[src/rtl/ledenc_pkg.sv]
package ledenc_pkg;

    typedef enum logic [1:0] {
        ST_IDLE,
        ST_LATCH,
        ST_MARK,
        ST_SPACE
    } enc_state_e;

    // Nominal durations in nanoseconds
    typedef struct packed {
        int unsigned t0h;
        int unsigned t1h;
        int unsigned t0l;
        int unsigned t1l;
        int unsigned latch;
    } ns_set_t;

    function automatic ns_set_t timing_ns(input int variant);
        ns_set_t s;
        if (variant == 1) begin
            s.t0h = 300; s.t1h = 600; s.t0l = 900; s.t1l = 600; s.latch = 80000;
        end else begin
            s.t0h = 400; s.t1h = 800; s.t0l = 850; s.t1l = 450; s.latch = 50000;
        end
        return s;
    endfunction

    // floor(ns * hz / 1e9)
    function automatic int unsigned ns_to_cycles(input int unsigned ns, input longint unsigned hz);
        logic [63:0] p;
        p = (64'(ns) * 64'(hz)) / 64'd1_000_000_000;
        return p[31:0];
    endfunction

endpackage

[src/rtl/led_phase_timer.sv]
module led_phase_timer #(
    parameter int CNT_W = 14
) (
    input  logic             clk,
    input  logic             rst,
    input  logic             load,
    input  logic [CNT_W-1:0] load_val,
    output logic             expired
);

    logic [CNT_W-1:0] cnt;

    always_ff @(posedge clk) begin
        if (rst) begin
            cnt <= '0;
        end else if (load) begin
            cnt <= load_val;
        end else if (cnt != '0) begin
            cnt <= cnt - 1'b1;
        end
    end

    assign expired = (cnt == '0);

endmodule

[src/rtl/led_grb_shifter.sv]
module led_grb_shifter #(
    parameter int CH_W = 8
) (
    input  logic              clk,
    input  logic              rst,
    input  logic              load,
    input  logic [3*CH_W-1:0] rgb_i,
    input  logic              shift,
    output logic              cur_bit,
    output logic              nxt_bit,
    output logic              last_bit
);

    localparam int WORD_W = 3 * CH_W;
    localparam int IDX_W  = $clog2(WORD_W);

    logic [WORD_W-1:0] grb;
    logic [WORD_W-1:0] sh;
    logic [IDX_W-1:0]  idx;

    // Wire order: green, red, blue
    assign grb = {rgb_i[2*CH_W-1:CH_W], rgb_i[3*CH_W-1:2*CH_W], rgb_i[CH_W-1:0]};

    always_ff @(posedge clk) begin
        if (rst) begin
            sh  <= '0;
            idx <= '0;
        end else if (load) begin
            sh  <= grb;
            idx <= '0;
        end else if (shift) begin
            sh  <= {sh[WORD_W-2:0], 1'b0};
            idx <= idx + 1'b1;
        end
    end

    assign cur_bit  = sh[WORD_W-1];
    assign nxt_bit  = sh[WORD_W-2];
    assign last_bit = (idx == IDX_W'(WORD_W - 1));


    no_overrun_chk: assert property (@(posedge clk) disable iff (rst)
        shift |-> !last_bit);

endmodule

[src/rtl/led_strip_encoder.sv]
module led_strip_encoder
    import ledenc_pkg::*;
#(
    parameter longint unsigned CLK_HZ  = 250_000_000,
    parameter int              VARIANT = 0,
    parameter int              CH_W    = 8
) (
    input  logic              clk,
    input  logic              rst,
    input  logic              pix_valid,
    input  logic [3*CH_W-1:0] pix_rgb,
    output logic              pix_ready,
    output logic              led_dout,
    output logic              busy
);

    localparam ns_set_t     NS      = timing_ns(VARIANT);
    localparam int unsigned T0H_C   = ns_to_cycles(NS.t0h, CLK_HZ);
    localparam int unsigned T1H_C   = ns_to_cycles(NS.t1h, CLK_HZ);
    localparam int unsigned T0L_C   = ns_to_cycles(NS.t0l, CLK_HZ);
    localparam int unsigned T1L_C   = ns_to_cycles(NS.t1l, CLK_HZ);
    localparam int unsigned LATCH_C = ns_to_cycles(NS.latch, CLK_HZ);
    localparam int unsigned MAX_HI  = (T0H_C > T1H_C) ? T0H_C : T1H_C;
    localparam int unsigned MAX_LO  = (T0L_C > T1L_C) ? T0L_C : T1L_C;
    localparam int unsigned MAX_PH  = (MAX_HI > MAX_LO) ? MAX_HI : MAX_LO;
    localparam int unsigned MAX_C   = (LATCH_C > MAX_PH) ? LATCH_C : MAX_PH;
    localparam int          CNT_W   = $clog2(MAX_C + 1);

    localparam logic [CNT_W-1:0] T0H_L   = CNT_W'(T0H_C - 1);
    localparam logic [CNT_W-1:0] T1H_L   = CNT_W'(T1H_C - 1);
    localparam logic [CNT_W-1:0] T0L_L   = CNT_W'(T0L_C - 1);
    localparam logic [CNT_W-1:0] T1L_L   = CNT_W'(T1L_C - 1);
    localparam logic [CNT_W-1:0] LATCH_L = CNT_W'(LATCH_C - 1);


    initial begin
        cyc_min_chk: assert (T0H_C >= 1 && T1H_C >= 1 && T0L_C >= 1 &&
                             T1L_C >= 1 && LATCH_C >= 1)
            else $error("phase cycle count below one");
    end

    enc_state_e       st, st_nxt;
    logic             tmr_load;
    logic [CNT_W-1:0] tmr_val;
    logic             tmr_expired;
    logic             word_load;
    logic             bit_shift;
    logic             cur_bit, nxt_bit, last_bit;

    led_phase_timer #(.CNT_W(CNT_W)) timer_i (
        .clk      (clk),
        .rst      (rst),
        .load     (tmr_load),
        .load_val (tmr_val),
        .expired  (tmr_expired)
    );

    led_grb_shifter #(.CH_W(CH_W)) shifter_i (
        .clk      (clk),
        .rst      (rst),
        .load     (word_load),
        .rgb_i    (pix_rgb),
        .shift    (bit_shift),
        .cur_bit  (cur_bit),
        .nxt_bit  (nxt_bit),
        .last_bit (last_bit)
    );

    // Next state and datapath controls
    always_comb begin
        st_nxt    = st;
        tmr_load  = 1'b0;
        tmr_val   = '0;
        word_load = 1'b0;
        bit_shift = 1'b0;
        unique case (st)
            ST_IDLE: begin
                if (pix_valid) begin
                    st_nxt    = ST_LATCH;
                    tmr_load  = 1'b1;
                    tmr_val   = LATCH_L;
                    word_load = 1'b1;
                end
            end
            ST_LATCH: begin
                if (tmr_expired) begin
                    st_nxt   = ST_MARK;
                    tmr_load = 1'b1;
                    tmr_val  = cur_bit ? T1H_L : T0H_L;
                end
            end
            ST_MARK: begin
                if (tmr_expired) begin
                    st_nxt   = ST_SPACE;
                    tmr_load = 1'b1;
                    tmr_val  = cur_bit ? T1L_L : T0L_L;
                end
            end
            ST_SPACE: begin
                if (tmr_expired) begin
                    if (last_bit) begin
                        st_nxt = ST_IDLE;
                    end else begin
                        st_nxt    = ST_MARK;
                        tmr_load  = 1'b1;
                        tmr_val   = nxt_bit ? T1H_L : T0H_L;
                        bit_shift = 1'b1;
                    end
                end
            end
            default: st_nxt = ST_IDLE;
        endcase
    end

    // State register
    always_ff @(posedge clk) begin
        if (rst) st <= ST_IDLE;
        else     st <= st_nxt;
    end

    // Registered line output, aligned with the state it belongs to
    always_ff @(posedge clk) begin
        if (rst) led_dout <= 1'b0;
        else     led_dout <= (st_nxt == ST_MARK);
    end

    assign pix_ready = (st == ST_IDLE);
    assign busy      = (st != ST_IDLE);


    accept_drop_chk: assert property (@(posedge clk) disable iff (rst)
        (pix_valid && pix_ready) |=> (busy && !pix_ready));


    idle_low_chk: assert property (@(posedge clk) disable iff (rst)
        (st == ST_IDLE) |-> !led_dout);


    latch_low_chk: assert property (@(posedge clk) disable iff (rst)
        (st == ST_LATCH) |-> !led_dout);


    mark_high_chk: assert property (@(posedge clk) disable iff (rst)
        (st == ST_MARK) |-> led_dout);


    busy_end_chk: assert property (@(posedge clk) disable iff (rst)
        $fell(busy) |-> !led_dout);


    no_reload_chk: assert property (@(posedge clk) disable iff (rst)
        (busy && tmr_load) |-> tmr_expired);

endmodule

[config.mk]
export PLATFORM = sky130hd
export DESIGN_NAME = led_strip_encoder
export DESIGN_NICKNAME = d
export VERILOG_FILES = /design/src/rtl/ledenc_pkg.sv /design/src/rtl/led_phase_timer.sv /design/src/rtl/led_grb_shifter.sv /design/src/rtl/led_strip_encoder.sv
export SDC_FILE = /design/constraint.sdc
export NUM_CORES = 1
export LEC_CHECK = 0
export BUFFER_PORTS_ARGS = -buffer_cell sky130_fd_sc_hd__buf_2
export CORE_MARGIN = 4
export CORE_UTILIZATION = 54
export CTS_BUF_LIST = sky130_fd_sc_hd__clkbuf_8
export DETAILED_ROUTE_END_ITERATION = 6
export PLACE_DENSITY = 0.78
export SYNTH_ARGS = -nofsm -noshare
export SYNTH_HDL_FRONTEND = slang
export SYNTH_SLANG_ARGS = --single-unit
export TNS_END_PERCENT = 50
[constraint.sdc]
create_clock -name clk -period 2.2 [get_ports clk]
set_clock_uncertainty 0.2 [all_clocks]
set_input_delay 0.11 -clock clk [delete_from_list [all_inputs] [get_ports clk]]
set_output_delay 0.11 -clock clk [all_outputs]
set_load 0.05 [all_outputs]
==> run metrics, run 1 <==
share of cells above drive strength 1 between 20% and 30%; clock sinks 46; Ant. Diodes 0; drt via density 6.43; global route total overflow 0; Peak VDD IR between 0.0004 and 0.0005 V; CTS tree built; initial antenna violation count 0; ys async rst share 0%; TritonCTS Buffers 5; Max Freq roughly 0.47 GHz; total track usage a little over a quarter; CP Capture Type register; largest net degree at the start of global routing 27; Die Span X around 76 µm; first-pass GRT wire length between 10 and 15 mm; GP Congestion around 0.91; Avg WL per Cell between 15 and 20 µm; Initial Util around 56%; EDFF count, synth 0; Max Slew Vio Count 0; Final Hold Fails 0; hold_ws ~0.038 ns; CP Launch Point timer_i.cnt[0]$_SDFFE_PP0P_; HP Class in -> reg; crit share post-route approximately 98%; yosys synthesis warning count 0; detailed-route via count around 2800; RR Endpoint timer_i.cnt[8]$_SDFFE_PP0P_; DRC viols 0; Final min period about 2.1 ns; CP max FO 4; num rows 24; Detailed Route Iter0 Violations approximately 320; Core Region 4380 µm²; HPWL after DPL roughly 4.5 mm; cell leakage power 1.25 nW; Data required, critical path roughly 2.3 ns; worst r2r path cells 8; pwr/cell area 727 nW/µm²; sequential cell area fraction in the yosys report 37.3%; vias in the first global route ~2500; nets around 400; port buffer count 29; Root Buffer clkbuf_8; worst slew pin tran 0.437 ns; Top FF cell, synth dfxtp_1; Yosys reg bits 46; total iterations of the first detailed-routing run 5; post-synth net total 341; clock-pin slew on the worst setup and hold paths ~0.090 ns; end of the critical path timer_i.cnt[8]$_SDFFE_PP0P_; WP data arrival 2.20 ns; I/O pins 30; total of max-cap violations 0; syn_area_per_cell 8.02 µm²; DRT Wirelength between 7 and 8 mm; outcome finished clean; Netlist Area Pre-Place approximately 2500 µm²; Die Area roughly 5700 µm²; Worst Setup Start Kind register; remaining antenna violation count 0; Clock Latency Late Sink ~0.3 ns; Mapped Cells roughly 310; Design Power between 2 and 2.5 mW; die height 75.6 µm; depth of the CTS H-tree 2; worst r2r src timer_i.cnt[0]$_SDFFE_PP0P_; CTS max path bufs 2; synth unique cells 51; critical path class reg -> reg; final setup fails 0; relative slew slack a little over two thirds; worst reg-to-reg setup slack around 0.050 ns; Layout area overhead 30.6%
-- flip-flops by register name, indices dropped and copies added, names as in the netlist --
| signal | count |
|---|---|
| led_dout | 1 |
| shifter_i.idx | 5 |
| shifter_i.sh | 24 |
| st | 2 |
| timer_i.cnt | 14 |
-- synth_stat cells (3+ instances only) --
master / number / share of area [%]
a21oi_1: 40 / 8.1
nand4_1: 3 / 0.76
or4_1: 8 / 2.4
ha_1: 6 / 3.0
a21o_1: 3 / 0.91
a31oi_1: 26 / 6.6
o31ai_1: 3 / 0.91
or3_1: 5 / 1.3
nor2_1: 14 / 2.1
nor3_1: 6 / 1.2
nand3_1: 4 / 0.81
inv_1: 8 / 1.2
nand2_1: 9 / 1.4
a211oi_1: 3 / 0.91
buf_2: 3 / 0.61
dfxtp_1: 46 / 37
mux2i_1: 3 / 1.2
clkbuf_1: 21 / 3.2
o21ai_0: 57 / 12
-- worst max-delay path: stages (launching register included) --
cell and delay (ns):
dfxtp_2 0.34, inv_1 0.11, ha_4 0.16, or4b_4 0.49, buf_4 0.16, buf_4 0.13
a2111oi_1 0.35, a21oi_1 0.08, nor2_1 0.09
-- cells in the final DEF, fill, tap and decap left out, types with 3 or more instances in the layout --
cell	count
o21ai_0	57
inv_1	8
or4_1	7
dlygate4sd3_1	25
mux2i_1	3
nor2_1	14
a211oi_1	3
a21o_1	3
nor3_1	6
dfxtp_1	44
buf_4	32
or3_1	5
nand2_1	9
ha_1	4
nand3_1	4
a21oi_1	40
a31oi_1	26
nand4_1	3
clkbuf_8	5
buf_2	29
o31ai_1	3
-- metal layers --
metal	global-route usage, %	wire length [µm]	part of all wire [%]	vias to the layer above
met1	37.8	3240	45	1306
met4	7.96	88	1.2	0
met2	41.5	3310	46	139
li1	-	-	-	1313
met5	0	0	0	-
met3	4.75	485	6.8	12
-- final cells by class --
class,count,area [µm²]
Multi-Input combinational cell,228,1440
Clock inverter,3,21.3
Clock buffer,5,68.8
Inverter,8,30.0
Sequential cell,46,923
Fill cell,359,1160
Timing Repair Buffer,89,682
Tap cell,52,65.1
-- logic make-up (layout without fill, tap and decap cells) --
family                   after synthesis  in the layout  share of synthesized area (%)
AO/OA/AOI/OAI                        152            152                           35.9
XOR/XNOR                               3              3                           1.06
adder cells (fa/ha/maj)                6              6                           3.04
buffers and inverters                 34            105                           5.93
flip-flops                            46             46                           37.3
multiplexers                           3              3                           1.22
AND/OR/NAND/NOR                       64             64                           15.6
-- how the worst min path moves through the flow --
| stage | endpoint | depth (start not counted) | start |
|---|---|---|---|
| after CTS | timer_i.cnt[1]$_SDFFE_PP0P_ | 3 | pix_valid |
| after global placement | shifter_i.sh[0]$_SDFFE_PP0P_ | 3 | pix_rgb[0] |
| final | timer_i.cnt[1]$_SDFFE_PP0P_ | 3 | pix_valid |
| after detailed placement | shifter_i.sh[0]$_SDFFE_PP0P_ | 3 | pix_rgb[0] |
| after floorplan | shifter_i.sh[0]$_SDFFE_PP0P_ | 2 | pix_rgb[0] |
| after global routing | timer_i.cnt[1]$_SDFFE_PP0P_ | 3 | pix_valid |
-- power by group --
group	switching [mW]	internal [mW]	total, mW
clock	0.308	0.224	0.532
sequential	0.0764	0.920	0.996
combinational	0.429	0.389	0.818
-- per-stage QoR --
step                      instances  setup TNS [ns]  utilization (%)  instance area [µm²]  setup WS, ns
after CTS                       430               0             72.5                 3180       0.00407
after detailed placement        397          -0.613             64.4                 2820       -0.0577
after global routing            431         -0.0611             73.6                 3230       -0.0420
after global placement          397               0             64.4                 2820       0.00264
final                           431               0             73.6                 3230        0.0502
after floorplan                 308               0                -                 2470        0.0231
-- what timing repair did --
| action | CTS | global route |
|---|---|---|
| hold endpoints to repair | 29 | 0 |
| hold buffers | 25 | 0 |
| resized for setup | 5 | 11 |
| setup endpoints to repair | 27 | 40 |
| pin swaps | 0 | 8 |
| buffers inserted | 0 | 1 |
No activity file was read; power rests on OpenSTA's default activity.
==> inputs of run 2 (changes only) <==
CORE_ASPECT_RATIO = 0.7   (was default)
==> run 2 against run 1 <==
Compared with the run above: the run now ends with negative setup slack left; sequential power barely moved; critical path type unchanged; register-to-register slack got worse by 0.15 ns; total power rose by 1.1%; final area rose by 3.8%; maximum frequency fell by 6.5%; sequential share of layout area fell by 1.1 points.
==> run metrics, run 2 (synthesized netlist as in run 1, its figures left out) <==
outcome complete, but fails checks (was finished clean); failing checks negative setup slack; met1 WL 3.42 mm (was 3.24 mm); critical path class reg -> reg (unchanged); Crit path max-delay family simple AND/OR/NAND/NOR gates (unchanged); multi-input logic area 1550 µm² (was 1440 µm²); CP max-delay cell or4b_4 (unchanged); remaining antenna violation count 0 (unchanged); num rows 20 (was 24); Die Area 5740 µm² (was 5720 µm²); hold_ws 0.119 ns (was 0.0376 ns); first-pass GRT wire length 11.5 mm (was 11.9 mm); Largest register FFs 24 (unchanged); pre-CTS WS -0.0623 ns (was -0.0577 ns); final setup fails 18 (was 0); Final min period 2.30 ns (was 2.15 ns); HP Class in -> reg (unchanged); length of routed met2 wiring 3.30 mm (was 3.31 mm); cell leakage power 1.27 nW (was 1.25 nW); Max stage delay on crit path 0.50 ns (was 0.49 ns); Max Slew Vio Count 0 (unchanged); combinational share of power 36.8% (was 34.9%); nets 411 (unchanged); total track usage 25.1% (was 26.7%); Switching Fraction 34.7% (about the same); vias in the first global route 2460 (was 2480); detailed-route via count 2774 (was 2770); share of cells above drive strength 1 26.7% (was 22.2%); WP data arrival 2.32 ns (was 2.20 ns); worst slew pin tran 0.605 ns (was 0.437 ns); Die Span X 88.8 µm (was 75.6 µm); most frequent cells in the layout 57 x o21ai_0, 45 x dfxtp_1, 36 x a21oi_1, 30 x buf_2, 29 x buf_4 (was 57 x o21ai_0, 44 x dfxtp_1, 40 x a21oi_1, 32 x buf_4, 29 x buf_2); drt via density 6.41 (was 6.43); clock-pin slew on the worst setup and hold paths 0.08 ns (was 0.09 ns); Ant. Diodes 0 (unchanged); Largest regs shifter_i.sh: 24 flops, timer_i.cnt: 14 flops, shifter_i.idx: 5 flops (unchanged); TritonCTS Buffers 5 (unchanged); Clock Power Share 20.8% (was 22.7%); sequential power share 42.4% (was 42.5%); Max Freq 0.435 GHz (was 0.465 GHz); Most flops, register shifter_i.sh (unchanged); crit path cell chain inv_2 > ha_4 > or4b_4 > nor4_4 > buf_4 > buf_6 > buf_12 > a31oi_1 > a21oi_1 (was inv_1 > ha_4 > or4b_4 > buf_4 > buf_4 > a2111oi_1 > a21oi_1 > nor2_1); Top Metal Used met5 (was met4); depth of the CTS H-tree 2 (unchanged); DRT Wirelength 7.56 mm (was 7.12 mm); GP Congestion 0.879 (was 0.909); FF/Latch Area 922 µm² (was 923 µm²); WL met3 682 µm (was 485 µm); Clock Latency Late Sink 0.30 ns (about the same); crit share post-route 104% (was 97.7%); Data required, critical path 2.22 ns (was 2.25 ns); CTS tree built (unchanged); global route total overflow 0 (unchanged); Avg WL per Cell 17.5 µm (was 16.5 µm); die height 64.6 µm (was 75.6 µm); RSZ-0062 raised after global routing yes; Root Buffer clkbuf_8 (unchanged); P_int 1.55 mW (was 1.53 mW); Worst Setup Start Kind register (unchanged); port buffer count 29 (unchanged); I/O pins 30 (unchanged); Layout area overhead 35.7% (was 30.6%); pwr/cell area 708 nW/µm² (was 727 nW/µm²); final worst slack -0.0988 ns (was 0.0502 ns); total iterations of the first detailed-routing run 6 (was 5); HPWL after DPL 4.73 mm (was 4.52 mm); Final Hold Fails 0 (unchanged); Initial Util 56.4% (was 56.3%); initial antenna violation count 1 (was 0); NetSw 0.824 mW (was 0.813 mW); CTS max path bufs 2 (unchanged); Core Region 4380 µm² (about the same); CP bufs+invs 4 (was 3); Detailed Route Iter0 Violations 347 (was 316); relative slew slack 59.1% (was 70.6%); post-layout util 76.5% (was 73.6%); largest net degree at the start of global routing 25 (was 27); fill count 294 (was 359); most common cell after layout, fill and taps aside o21ai_0 (unchanged); DRC viols 0 (unchanged); Peak VDD IR 0.000415 V (was 0.000464 V); total of max-cap violations 0 (unchanged); CP max FO 6 (was 4); CP Capture Type register (unchanged); clock sinks 46 (unchanged)
## run 2: path summary, 6_finish.rpt
check | slack (ns) | startpoint | to | cells past startpoint
setup / recovery | -0.1 | timer_i.cnt[1]$_SDFFE_PP0P_ | shifter_i.sh[23]$_SDFFE_PP0P_ | 9
hold reg to reg | 0.28 | shifter_i.sh[8]$_SDFFE_PP0P_ | shifter_i.sh[8]$_SDFFE_PP0P_ | 2
setup reg to reg | -0.1 | timer_i.cnt[1]$_SDFFE_PP0P_ | shifter_i.sh[23]$_SDFFE_PP0P_ | 9
hold / removal | 0.12 | pix_valid | timer_i.cnt[1]$_SDFFE_PP0P_ | 3
## run 2: power by group through the flow
stage / logic (mW) / clock network, mW / registers, mW
2_1_floorplan: 0.449 / 0 / 0.993
3_3_place_gp: 0.688 / 0 / 1.01
3_5_place_dp: 0.701 / 0 / 1.01
4_1_cts: 0.753 / 0.498 / 0.990
5_1_grt: 0.948 / 0.534 / 1.01
6_report: 0.873 / 0.494 / 1.01
## run 2: layer usage
metal,global-route usage [%],vias to the layer above
met1,36.8,1265
met3,5.21,22
met5,0,-
met4,6.98,2
met2,36.9,166
li1,-,1319
## run 2: tightest hold or removal path, delay by kind of cell
kind,cells,cell delay [ns]
AO/OA/AOI/OAI,2,0.32
buffers and inverters,1,0.13
## run 2: through the flow
step / power [mW] / instances / setup TNS, ns / instance area [µm²]
2_1_floorplan: 1.44 / 308 / 0 / 2470
5_1_grt: 2.50 / 433 / -2.48 / 3350
4_1_cts: 2.24 / 430 / 0 / 3180
6_report: 2.37 / 433 / -0.674 / 3350
3_5_place_dp: 1.71 / 398 / -0.871 / 2840
3_3_place_gp: 1.69 / 398 / -0.0816 / 2840
## run 2: timing repair
item                       4_1_cts  5_1_grt
pin swaps                        1       24
buffers inserted                 0        1
gates resized for setup          4       29
hold buffers                    25        0
hold endpoints to repair        29        0
setup endpoints to repair       27       44
cloned                           0        2
## run 2: cell type report
class	count	share of cell area (%)
multi-input combinational	228	46.1
sequential	46	27.5
timing repair buffer	89	21.1
clock buffer	5	2.05
tap	55	2.05
inverter	8	0.896
clock inverter	2	0.299
==> inputs of run 3 (changes only) <==
CORE_UTILIZATION = 45   (was 54)
PLACE_DENSITY = 0.67   (was 0.78)
==> run 3 against run 2 <==
Compared with the run above: the run still ends with negative setup slack left; clock power rose by 55%; register-to-register slack improved by 0.05 ns; first-iteration DRC count fell by 31%; critical path type unchanged.
==> run metrics, run 3 (synthesized netlist as in run 1, its figures left out) <==
outcome complete, but fails checks (unchanged); failing checks negative setup slack (unchanged); die height 70.0 µm (was 64.6 µm); Ant. Diodes 0 (unchanged); initial antenna violation count 0 (was 1); GR Util met2 29.3% (was 36.9%); WP data arrival 2.26 ns (was 2.32 ns); multi-input logic area 1460 µm² (was 1550 µm²); first-pass GRT wire length 11.4 mm (was 11.5 mm); worst r2r path cells 8 (was 9); Die Span X 96.6 µm (was 88.8 µm); drt via density 6.02 (was 6.41); Final min period 2.25 ns (was 2.30 ns); most common cell after layout, fill and taps aside o21ai_0 (unchanged); Peak VDD IR 0.000328 V (was 0.000415 V); largest net degree at the start of global routing 30 (was 25); Max Slew Vio Count 0 (unchanged); Layout area overhead 34.5% (was 35.7%); clock sinks 46 (unchanged); crit share post-route 102% (was 104%); Root Buffer clkbuf_8 (unchanged); HPWL after DPL 4.59 mm (was 4.73 mm); Worst Setup Start Kind register (unchanged); cell leakage power 1.28 nW (was 1.27 nW); fin cells 453 (was 433); Data required, critical path 2.20 ns (was 2.22 ns); Largest register FFs 24 (unchanged); DRC viols 0 (unchanged); Max Freq 0.444 GHz (was 0.435 GHz); FF/Latch Area 923 µm² (was 922 µm²); Largest regs shifter_i.sh: 24 flops, timer_i.cnt: 14 flops, shifter_i.idx: 5 flops (unchanged); worst slew pin tran 0.574 ns (was 0.605 ns); final setup TNS -0.0775 ns (was -0.674 ns); CTS max path bufs 2 (unchanged); total track usage 21.0% (was 25.1%); Most flops, register shifter_i.sh (unchanged); Die Area 6760 µm² (was 5740 µm²); total of max-cap violations 0 (unchanged); clock-pin slew on the worst setup and hold paths 0.08 ns (about the same); final setup fails 4 (was 18); Clock Latency Late Sink 0.31 ns (was 0.30 ns); Detailed Route Iter0 Violations 239 (was 347); Final Hold Fails 0 (unchanged); total iterations of the first detailed-routing run 6 (unchanged); pwr/cell area 777 nW/µm² (was 708 nW/µm²); DRT Wirelength 7.35 mm (was 7.56 mm); depth of the CTS H-tree 2 (unchanged); GR Layer Usage met3 4.31% (was 5.21%); CTS tree built (unchanged); CP Launch Point timer_i.cnt[1]$_SDFFE_PP0P_ (unchanged); GP Congestion 0.867 (was 0.879); met1 Usage GRT 32.0% (was 36.8%); CP max FO 6 (unchanged); worst r2r src timer_i.cnt[1]$_SDFFE_PP0P_ (unchanged); HP Class in -> reg (unchanged); relative slew slack 61.7% (was 59.1%); vias in the first global route 2369 (was 2460); Hold Crit Start pix_valid (unchanged); port buffer count 29 (unchanged); post-layout util 62.9% (was 76.5%); fill count 470 (was 294); detailed-route via count 2729 (was 2774); TritonCTS Buffers 5 (unchanged); hold_ws 0.110 ns (was 0.119 ns); RSZ-0062 raised after global routing yes (unchanged); Avg WL per Cell 16.2 µm (was 17.5 µm); final worst slack -0.0534 ns (was -0.0988 ns); hold depth 3 (unchanged); share of cells above drive strength 1 24.4% (was 26.7%); critical path class reg -> reg (unchanged); GR peak layer met1 (was met2); nets 413 (was 411); most frequent cells in the layout 57 x o21ai_0, 44 x dfxtp_1, 38 x a21oi_1, 34 x buf_4, 29 x buf_2 (was 57 x o21ai_0, 45 x dfxtp_1, 36 x a21oi_1, 30 x buf_2, 29 x buf_4); Core Region 5290 µm² (was 4380 µm²); pre-CTS WS -0.0423 ns (was -0.0623 ns); Initial Util 46.7% (was 56.4%); num rows 22 (was 20); global route total overflow 0 (unchanged); CP Capture Type register (unchanged); remaining antenna violation count 0 (unchanged); placed insts 416 (was 398); I/O pins 30 (unchanged)
==> run 3: final cells by class <==
class,instances,share of cell area [%]
Multi-Input combinational cell,228,43.8
Sequential cell,46,27.8
Timing Repair Buffer,91,20.6
Tap cell,72,2.71
Clock buffer,5,2.07
Clock inverter,3,2.07
Inverter,8,0.904
==> run 3: worst max-delay path, cell delays in order (launching register included) <==
cell     delay, ns
dfxtp_2       0.34
inv_2         0.07
ha_4          0.13
or4b_4        0.47
nor4_4        0.28
buf_4         0.19
buf_6         0.13
a221o_1       0.17
o21ba_4       0.16
==> run 3: stage by stage <==
stage | area, µm² | total power, mW
floorplan | 2470 | 1.44
global placement | 2840 | 1.70
detailed placement | 2840 | 1.70
CTS | 3230 | 2.50
global route | 3320 | 2.70
finish | 3320 | 2.58
==> run 3: timing repair <==
action,in CTS,in global routing
resized for setup,2,21
setup endpoints to repair,26,41
hold buffers,25,0
buffers inserted,0,3
endpoints found under the hold margin,29,0
cloned,0,1
pin swaps,1,10
==> run 3: power by group <==
part / internal, mW / leakage (nW) / switching [mW]
logic: 0.393 / 0.832 / 0.430
clock network: 0.455 / 0.0683 / 0.310
registers: 0.920 / 0.380 / 0.0733
total: 1.77 / 1.28 / 0.812
==> run 3: path summary, 6_finish.rpt <==
path | slack (ns) | endpoint
setup / recovery | -0.05 | timer_i.cnt[2]$_SDFFE_PP0P_
hold reg to reg | 0.28 | shifter_i.sh[18]$_SDFFE_PP0P_
hold / removal | 0.11 | timer_i.cnt[6]$_SDFFE_PP0P_
setup reg to reg | -0.05 | timer_i.cnt[2]$_SDFFE_PP0P_
==> run 3: layer usage <==
metal | share of wire, % | routed length, µm | vias up
li1 | - | - | 1317
met1 | 48 | 3540 | 1287
met2 | 44 | 3200 | 104
met3 | 6.5 | 478 | 21
met4 | 1.7 | 126 | 0
met5 | 0 | 0 | -
